**config.mk**
```make
export PLATFORM = sky130hd
export DESIGN_NAME = async_tx
export DESIGN_NICKNAME = d
export VERILOG_FILES = /design/src/rtl/async_tx_pkg.sv /design/src/rtl/async_tx_baud.sv /design/src/rtl/async_tx_hold.sv /design/src/rtl/async_tx_fsm.sv /design/src/rtl/async_tx.sv
export SDC_FILE = /design/constraint.sdc
export NUM_CORES = 1
export LEC_CHECK = 0
export CAP_MARGIN = 30
export CORE_ASPECT_RATIO = 1.1
export CORE_MARGIN = 3
export CORE_UTILIZATION = 54
export CTS_CLUSTER_DIAMETER = 150
export CTS_CLUSTER_SIZE = 20
export DETAILED_ROUTE_END_ITERATION = 8
export GPL_ROUTABILITY_DRIVEN = 0
export GPL_TIMING_DRIVEN = 0
export PLACE_DENSITY = 0.78
export SYNTH_ARGS = -nofsm -noshare
export SYNTH_HDL_FRONTEND = slang
export SYNTH_SLANG_ARGS = --single-unit
```
**constraint.sdc**
```tcl
create_clock -name clk -period 2.5 [get_ports clk]
set_input_delay 0.25 -clock clk [delete_from_list [all_inputs] [get_ports clk]]
set_output_delay 0.25 -clock clk [all_outputs]
set_load 0.02 [all_outputs]
```
**src/rtl/async_tx_pkg.sv**
```systemverilog
package async_tx_pkg;
    typedef enum logic [2:0] {
        ST_IDLE,
        ST_START,
        ST_DATA,
        ST_NINTH,
        ST_STOP
    } tx_state_e;
endpackage

```
**src/rtl/async_tx_baud.sv**
```systemverilog
module async_tx_baud #(
    parameter int OVS   = 16,
    parameter int SUB_W = $clog2(OVS)
) (
    input  logic             clk,
    input  logic             rst_n,
    input  logic             tick,
    input  logic             pol,
    output logic [SUB_W-1:0] sub,
    output logic             bit_end,
    output logic             bclk
);
    localparam logic [SUB_W-1:0] SUB_LAST = SUB_W'(OVS - 1);
    localparam logic [SUB_W-1:0] SUB_HALF = SUB_W'(OVS / 2);

    logic [SUB_W-1:0] sub_q;

    always_ff @(posedge clk) begin
        if (!rst_n) begin
            sub_q <= '0;
        end else if (tick) begin
            sub_q <= (sub_q == SUB_LAST) ? '0 : sub_q + 1'b1;
        end
    end

    assign sub     = sub_q;
    assign bit_end = tick && (sub_q == SUB_LAST);
    assign bclk    = (sub_q >= SUB_HALF) ^ pol;
endmodule

```
**src/rtl/async_tx_hold.sv**
```systemverilog
module async_tx_hold #(
    parameter int DATA_W = 8
) (
    input  logic              clk,
    input  logic              rst_n,
    input  logic              wr_en,
    input  logic [DATA_W-1:0] wr_data,
    input  logic              wr_bit9,
    input  logic              release_i,
    output logic              accept,
    output logic              empty,
    output logic [DATA_W-1:0] data,
    output logic              bit9
);
    logic              empty_q;
    logic [DATA_W-1:0] data_q;
    logic              bit9_q;

    assign accept = wr_en && empty_q;

    always_ff @(posedge clk) begin
        if (!rst_n) begin
            empty_q <= 1'b1;
            data_q  <= '0;
            bit9_q  <= 1'b0;
        end else if (accept) begin
            empty_q <= 1'b0;
            data_q  <= wr_data;
            bit9_q  <= wr_bit9;
        end else if (release_i) begin
            empty_q <= 1'b1;
        end
    end

    assign empty = empty_q;
    assign data  = data_q;
    assign bit9  = bit9_q;

    // a write refused while full leaves the stored word untouched
    p_ignored_write_r8: assert property (@(posedge clk) disable iff (!rst_n)
        (wr_en && !empty_q) |=> (data_q == $past(data_q) && bit9_q == $past(bit9_q)));
endmodule

```
**src/rtl/async_tx_fsm.sv**
```systemverilog
module async_tx_fsm
    import async_tx_pkg::*;
#(
    parameter int DATA_W   = 8,
    parameter int OVS      = 16,
    parameter int REL_TICK = 2,
    parameter int SUB_W    = $clog2(OVS)
) (
    input  logic              clk,
    input  logic              rst_n,
    input  logic              tick,
    input  logic              bit_end,
    input  logic [SUB_W-1:0]  sub,
    input  logic              hold_empty,
    input  logic [DATA_W-1:0] hold_data,
    input  logic              hold_bit9,
    input  logic              frame11,
    output logic              txd,
    output logic              load,
    output logic              release_o,
    output logic              go_idle
);
    localparam int               IDX_W    = (DATA_W > 1) ? $clog2(DATA_W) : 1;
    localparam logic [IDX_W-1:0] IDX_LAST = IDX_W'(DATA_W - 1);
    localparam logic [SUB_W-1:0] REL_SUB  = SUB_W'(REL_TICK - 1);

    tx_state_e         state_q, state_d;
    logic [IDX_W-1:0]  idx_q, idx_d;
    logic [DATA_W-1:0] sh_q, sh_d;
    logic              ninth_q, ninth_d;
    logic              long_q, long_d;

    // next-state logic
    always_comb begin
        state_d = state_q;
        idx_d   = idx_q;
        sh_d    = sh_q;
        ninth_d = ninth_q;
        long_d  = long_q;
        load    = 1'b0;
        go_idle = 1'b0;
        unique case (state_q)
            ST_IDLE: begin
                if (bit_end && !hold_empty) begin
                    load    = 1'b1;
                    state_d = ST_START;
                end
            end
            ST_START: begin
                if (bit_end) begin
                    idx_d   = '0;
                    state_d = ST_DATA;
                end
            end
            ST_DATA: begin
                if (bit_end) begin
                    if (idx_q == IDX_LAST) begin
                        state_d = long_q ? ST_NINTH : ST_STOP;
                    end else begin
                        idx_d = idx_q + 1'b1;
                        sh_d  = sh_q >> 1;
                    end
                end
            end
            ST_NINTH: begin
                if (bit_end) begin
                    state_d = ST_STOP;
                end
            end
            ST_STOP: begin
                if (bit_end) begin
                    if (!hold_empty) begin
                        load    = 1'b1;
                        state_d = ST_START;
                    end else begin
                        go_idle = 1'b1;
                        state_d = ST_IDLE;
                    end
                end
            end
            default: state_d = ST_IDLE;
        endcase
        if (load) begin
            sh_d    = hold_data;
            ninth_d = hold_bit9;
            long_d  = frame11;
        end
    end

    // state register
    always_ff @(posedge clk) begin
        if (!rst_n) begin
            state_q <= ST_IDLE;
            idx_q   <= '0;
            sh_q    <= '0;
            ninth_q <= 1'b0;
            long_q  <= 1'b0;
        end else begin
            state_q <= state_d;
            idx_q   <= idx_d;
            sh_q    <= sh_d;
            ninth_q <= ninth_d;
            long_q  <= long_d;
        end
    end

    // outputs
    always_comb begin
        txd       = 1'b1;
        release_o = 1'b0;
        unique case (state_q)
            ST_IDLE:  txd = 1'b1;
            ST_START: txd = 1'b0;
            ST_DATA: begin
                txd       = sh_q[0];
                release_o = tick && (idx_q == '0) && (sub == REL_SUB);
            end
            ST_NINTH: txd = ninth_q;
            ST_STOP:  txd = 1'b1;
            default:  txd = 1'b1;
        endcase
    end

    // the holding register is never released outside data bit 0
    p_release_window_r5: assert property (@(posedge clk) disable iff (!rst_n)
        release_o |-> (state_q == ST_DATA && $past(state_q) != ST_IDLE));
endmodule

```
**src/rtl/async_tx.sv**
```systemverilog
module async_tx #(
    parameter int DATA_W   = 8,
    parameter int OVS      = 16,
    parameter int REL_TICK = 2
) (
    input  logic              clk,
    input  logic              rst_n,
    input  logic              tick16,
    input  logic              clk_pol,
    input  logic              frame11,
    input  logic              wr_en,
    input  logic [DATA_W-1:0] wr_data,
    input  logic              wr_bit9,
    output logic              txd,
    output logic              bclk,
    output logic              hold_empty,
    output logic              tx_empty
);
    localparam int SUB_W = $clog2(OVS);

    logic [SUB_W-1:0]  sub;
    logic              bit_end;
    logic              accept;
    logic              release_w;
    logic              load;
    logic              go_idle;
    logic [DATA_W-1:0] hold_data;
    logic              hold_bit9;
    logic              txe_q;

    async_tx_baud #(.OVS(OVS), .SUB_W(SUB_W)) u_baud (
        .clk     (clk),
        .rst_n   (rst_n),
        .tick    (tick16),
        .pol     (clk_pol),
        .sub     (sub),
        .bit_end (bit_end),
        .bclk    (bclk)
    );

    async_tx_hold #(.DATA_W(DATA_W)) u_hold (
        .clk       (clk),
        .rst_n     (rst_n),
        .wr_en     (wr_en),
        .wr_data   (wr_data),
        .wr_bit9   (wr_bit9),
        .release_i (release_w),
        .accept    (accept),
        .empty     (hold_empty),
        .data      (hold_data),
        .bit9      (hold_bit9)
    );

    async_tx_fsm #(
        .DATA_W   (DATA_W),
        .OVS      (OVS),
        .REL_TICK (REL_TICK),
        .SUB_W    (SUB_W)
    ) u_fsm (
        .clk        (clk),
        .rst_n      (rst_n),
        .tick       (tick16),
        .bit_end    (bit_end),
        .sub        (sub),
        .hold_empty (hold_empty),
        .hold_data  (hold_data),
        .hold_bit9  (hold_bit9),
        .frame11    (frame11),
        .txd        (txd),
        .load       (load),
        .release_o  (release_w),
        .go_idle    (go_idle)
    );

    // whole-transmitter empty flag; a write in the drain cycle wins
    always_ff @(posedge clk) begin
        if (!rst_n) begin
            txe_q <= 1'b1;
        end else if (accept) begin
            txe_q <= 1'b0;
        end else if (go_idle) begin
            txe_q <= 1'b1;
        end
    end

    assign tx_empty = txe_q;

    // an accepted write drops both empty flags
    p_write_clears_r4: assert property (@(posedge clk) disable iff (!rst_n)
        (wr_en && hold_empty) |=> (!hold_empty && !tx_empty));

    // moving the word into the shifter does not free the holding register
    p_no_release_on_load_r5: assert property (@(posedge clk) disable iff (!rst_n)
        load |=> !hold_empty);

    // drained transmitter implies an empty holding register and idle line
    p_drained_needs_hold_r6: assert property (@(posedge clk) disable iff (!rst_n)
        tx_empty |-> (hold_empty && txd));

    // the line only moves on the bit-clock edge toward clk_pol
    p_txd_edge_r10: assert property (@(posedge clk) disable iff (!rst_n)
        (txd != $past(txd) && clk_pol == $past(clk_pol))
            |-> (bclk == clk_pol && $past(bclk) != clk_pol));
endmodule

```
Word level (Yosys, flattened, before mapping)
Index checks and enable logic that the tools add are counted.
- $add $sub $neg: 2
- $lt $le $gt $ge: 1
- eq/ne operators: 15
- muxes and demuxes: 31
- bitwise logic cells: 1
- reduce and logical (&&, ||, !) cells: 16
- operators with widths (operator ; count):
    $mux 8 ; 4
    $mux 3 ; 10
    $pmux 3 s5 ; 1
    $mux 1 ; 12
    $ne 2x1->1 const B ; 6
    $reduce_bool 2->1 ; 5
    $eq 3x2->1 const B ; 2
    $eq 3x3->1 const B ; 2
    $logic_not 3->1 ; 2
    $pmux 3 s2 ; 1
    $reduce_and 6->1 ; 1
    $logic_and 1x1->1 ; 5
    $add 4x1->4 const B ; 1
    $eq 4x1->1 const B ; 1
    $eq 4x4->1 const B ; 1
    $ge 4x4->1 const B ; 1
    $mux 4 ; 1
    $ne 2x2->1 const B ; 2
    $reduce_and 4->1 ; 1
    $add 3x1->3 const B ; 1
    $eq 3x1->1 const B ; 1
    $pmux 1 s3 ; 1
    $reduce_and 3->1 ; 1
    $pmux 1 s2 ; 1
    other kinds (2) ; 2
- flip-flop bits (word level): 31
- input bits: 15
- word-level logic and storage cells: 76

Logic depth before layout (Yosys ltp)
- depth in word-level cells: 7
- mapped depth: 7
- depth with buffers taken out: 6

Cells and area by module
From an unflattened synthesis, not the netlist that was laid out.
- cells, all modules: 175
- area total of the unflattened synthesis: 1566.5 um2
- modules (own cells, without submodules) (module ; times used ; cells an instance ; area each (um2) ; sequential area each (um2)):
    async_tx_fsm ; 1 ; 104 ; 880.8 ; 320.3
    async_tx_hold ; 1 ; 45 ; 434.2 ; 200.2
    async_tx_baud ; 1 ; 23 ; 222.7 ; 80.1
    async_tx ; 1 ; 3 ; 28.8 ; 20.0

Worst setup path before layout
OpenSTA, ideal clock, no wires.
- kind: register to register
- from: register u_fsm.idx_q[0]
- to: register u_fsm.idx_q[0]
- library setup time: 0.115 ns
- arrival: 1.616 ns
- data required time: 2.385 ns
- path slack: 0.769 ns
- cell stages (with the launch flop): 7
- path buffers: 0
- path through: dfxtp_1 ha_1 ha_1 or3b_1 a211oi_2 o21ai_1 and2_1
- word-level cells in the longest chain between the ends: 4
- elaborated cells between the ends (all ways): 7
- those cells by class: add/sub (1); eq/ne (2); mux (3); reduce/logical (1)
- ends and longest elaborated chain (item ; RTL line ; source):
    from (decl) ; async_tx_fsm.sv:28 ; logic [IDX_W-1:0] idx_q, idx_d;
    from (signal assigned) ; async_tx_fsm.sv:100 ; idx_q <= idx_d;
    $add 3x1->3 ; async_tx_fsm.sv:60 ; idx_d = idx_q + 1'b1;
    $mux 3 ; async_tx_fsm.sv:57 ; if (idx_q == IDX_LAST) begin
    $mux 3 ; async_tx_fsm.sv:56 ; if (bit_end) begin
    $pmux 3 s2 ; async_tx_fsm.sv:42 ; unique case (state_q)
Several ways; a longest one is shown, not always the timed one. The select of a mux whose other input is x is not followed.
A chain may end at the register's enable or synchronous reset.

Worst setup path in the final report
- from: register u_fsm.state_q[0]
- to: output txd
- word-level cells in the longest chain between the ends: 2
- elaborated cells between the ends (all ways): 4
- those cells by class: eq/ne (3); mux (1)
- ends and longest elaborated chain (item ; RTL line ; source):
    from (decl) ; async_tx_fsm.sv:27 ; tx_state_e state_q, state_d;
    from (signal assigned) ; async_tx_fsm.sv:99 ; state_q <= state_d;
    $eq 3x2->1 / $eq 3x1->1 (equally long branches) ; async_tx_fsm.sv:111 ; unique case (state_q)
    $pmux 1 s3 * ; async_tx_fsm.sv:111 ;
    to (decl) ; async_tx.sv:14 ; output logic txd,
Every way passes the cells marked *; elsewhere a longest branch is shown, timed or not.

==> flow_metrics.py <==
metrics = {
    "power_and_ir_drop": {
        "p_leak_nw": 0.691,
        "pwr-share-comb_pct": 9.4,
        "pwr-share-seq_pct": 55.0,
        "p_clk_share_pct": 35.6,
        "powerDensity_nw_per_um2": 509,
        "vdd_drop_max_mv": 0.453,
        "switching_share_pct": 23.3,
        "p_int_mw": 0.718,
        "switching_power_mw": 0.219,
    },
    "place": {
        "dp.final_hpwl_mm": 2.33,
        "port-buffer-count": 17,
        "place_inst": 226,
    },
    "synthesis": {
        "synth_xor_area_share_pct": 1.12,
        "syn_area_um2": 1560,
        "yosysSeqAreaShare_pct": 39.7,
        "synth_top_family_by_area": "simple AND/OR/NAND/NOR gates",
        "synth_edf_count": 0,
        "ys.warnings.count": 0,
        "synth_adder_area_share_pct": 4.80,
        "syn-num-nets": 199,
        "ys.flop_type": "dfxtp_1",
        "synthMuxAreaShare_pct": 1.92,
        "synth_compound_area_share_pct": 22.9,
        "async_flop_share_pct": 0,
        "ys_ff_latch": 31,
        "yosys.area_share.simple_pct": 23.9,
        "syn_area_per_cell_um2": 8.78,
        "yosysUniqueCellTypes": 37,
        "synth_cells": 178,
    },
    "critical_path": {
        "path_class": "reg -> out",
        "arrival_ns": 1.83,
        "worstSetupStartpoint": "u_fsm.state_q[0]",
        "cp-endpoint": "txd",
        "end_kind": "primary output",
        "reg2regPathDepth": 6,
        "rr_startpoint": "u_fsm.idx_q[0]",
        "cp_max_fo": 10,
        "worstPathRequired_ns": 2.25,
        "start_kind": "register",
        "ff2ff_setup_slack_ns": 0.55,
        "r2r-end": "u_fsm.idx_q[1]",
    },
    "clock_tree": {
        "cts_root_buf": "clkbuf_4",
        "clk_pin_slew_ns": 0.09,
        "htreeDepth": 2,
        "clock_path_buffers": 2,
        "cts-resized-gates": 0,
        "clk_latency_ns": 0.33,
        "cts.sinks": 31,
        "cts-hold-fix-buffers": 0,
        "post_cts_buffers": 0,
        "cts_tree": "yes",
        "numCtsBuffers": 5,
    },
    "cells_and_area": {
        "layout_commonest_cell": "dfxtp_1",
        "nets": 223,
        "fill_cells": 224,
        "antennaDiodeCount": 0,
        "final_cell_mix": "dfxtp_1 (31), nand2_1 (29), clkdlybuf4s50_1 (17)",
        "fin_cells": 234,
        "syn2layout_area_growth_pct": 17.8,
        "drive_gt1_share_pct": 9.85,
    },
    "sta": {
        "final.setup.tns_ns": 0,
        "period_minus_slack_ns": 2.08,
        "fin_skew_ns": 0.00723,
        "relSlewSlack_pct": 69.9,
        "hold_viol": 0,
        "setup_viol": 0,
        "rsz0062_at_grt": "no",
        "finalCritPeriodShare_pct": 83.2,
        "maxSlewViolCount": 0,
        "worst_pin_slew_ns": 0.450,
        "clock.fmax_mhz": 481,
    },
    "drt": {
        "drc": 0,
        "totalWireLength_mm": 3.29,
        "avgViaCountPerCell": 5.62,
        "drtPass1Iterations": 4,
        "ant_nets": 0,
        "vias": 1316,
        "drt_iter0_drc": 81,
        "post_drt_wl_per_cell_um": 14.0,
    },
    "global_route": {
        "grt-ovfl-total": 0,
        "antenna_found_initial": 0,
        "grt_pass1_vias": 1285,
        "grt.total_usage_pct": 20.5,
        "grt_pass1_wl_mm": 5.75,
        "grt_max_degree": 11,
    },
    "floorplanning": {
        "rows": 19,
        "die_x_um": 57.3,
        "die_y_um": 62.4,
        "initial_core_util_pct": 59.2,
        "ios": 19,
        "core_area_um2": 2640,
        "die_area_um2": 3580,
    },
    "run_status": {
        "outcome": "completed",
    },
    "job": {
        "cap_violations": 0,
    },
    "min_path": {
        "hp-class": "in -> reg",
    },
}
## state kept, by name, summed over array words and instances, names as in the netlist
register	cells
u_hold.bit9	1
u_hold.data	8
u_fsm.sh_q	8
u_fsm.long_q	1
u_fsm.idx_q	3
tx_empty	1
u_fsm.state_q	3
u_baud.sub	4
u_hold.empty	1
u_fsm.ninth_q	1
## critical path, cell delays in order, from the launching register on
cell and delay (ns):
dfxtp_1 0.42, buf_6 0.17, nand2b_1 0.15, o21ai_1 0.07, nand2_1 0.08, clkdlybuf4s50_1 0.60
## Yosys cell counts (all sizes together), types with 3 or more instances
library cell,n,area [um2]
nor2b,7,43.8
clkbuf,4,15.0
nand3,6,30.0
a21boi,16,120
nand2,29,109
dfxtp,31,621
mux2i,3,30.0
nand2b,4,25.0
and2,11,68.8
a22oi,8,60.1
o2bb2ai,5,43.8
nor2,3,11.3
a21oi,4,20.0
inv,6,22.5
o21ai,9,48.8
buf,8,51.3
ha,6,75.1
## area by class of cell
cell class                 count  area (um2)  area share [%]
multi-input combinational    129         853            46.4
sequential                    31         621            33.7
timing repair buffer          17         170            9.25
clock buffer                   8        68.8            3.74
buffer                        12        66.3            3.60
tap                           31        38.8            2.11
inverter                       6        22.5            1.22
## stage by stage
step	util (%)	instance area (um2)	power [mW]	hold WS (ns)	setup slack [ns]
3_3_place_gp	67.1	1770	0.611	0.441	0.656
6_report	69.7	1840	0.936	0.285	0.419
2_1_floorplan	-	1560	0.573	0.385	0.769
3_5_place_dp	67.1	1770	0.615	0.451	0.565
5_1_grt	69.7	1840	0.972	0.303	0.375
4_1_cts	69.7	1840	0.944	0.277	0.439
## routing by layer
layer | GRT usage (%) | part of all wire [%]
met5 | 0 | 0
met4 | 10.1 | 0.79
met3 | 4.96 | 6.9
met2 | 31.4 | 48
met1 | 26.7 | 45
## cell families after synthesis
logic type               after synthesis
AO/OA/AOI/OAI                         49
XOR/XNOR                               2
adder cells (fa/ha/maj)                6
buffers and inverters                 18
flip-flops                            31
multiplexers                           3
AND/OR/NAND/NOR                       69
## how the worst min path moves through the flow
| stage | start | to | slack (ns) | cells after the start |
|---|---|---|---|---|
| after floorplan | wr_bit9 | u_hold.bit9 | 0.38 | 2 |
| after global placement | u_hold.bit9 | u_hold.bit9 | 0.44 | 2 |
| after detailed placement | u_hold.data[5] | u_hold.data[5] | 0.45 | 2 |
| after CTS | tick16 | u_baud.sub[1] | 0.28 | 3 |
| after global routing | tick16 | u_baud.sub[1] | 0.30 | 3 |
| final | tick16 | u_baud.sub[1] | 0.29 | 3 |
## power groups by stage
stage	combinational, mW	sequential, mW	clock, mW
6_report	0.0877	0.515	0.334
5_1_grt	0.0985	0.517	0.356
4_1_cts	0.0885	0.515	0.340
3_5_place_dp	0.0884	0.527	0
3_3_place_gp	0.0852	0.526	0
2_1_floorplan	0.0455	0.527	0
Note: power is estimated with default switching activity, not from simulation.
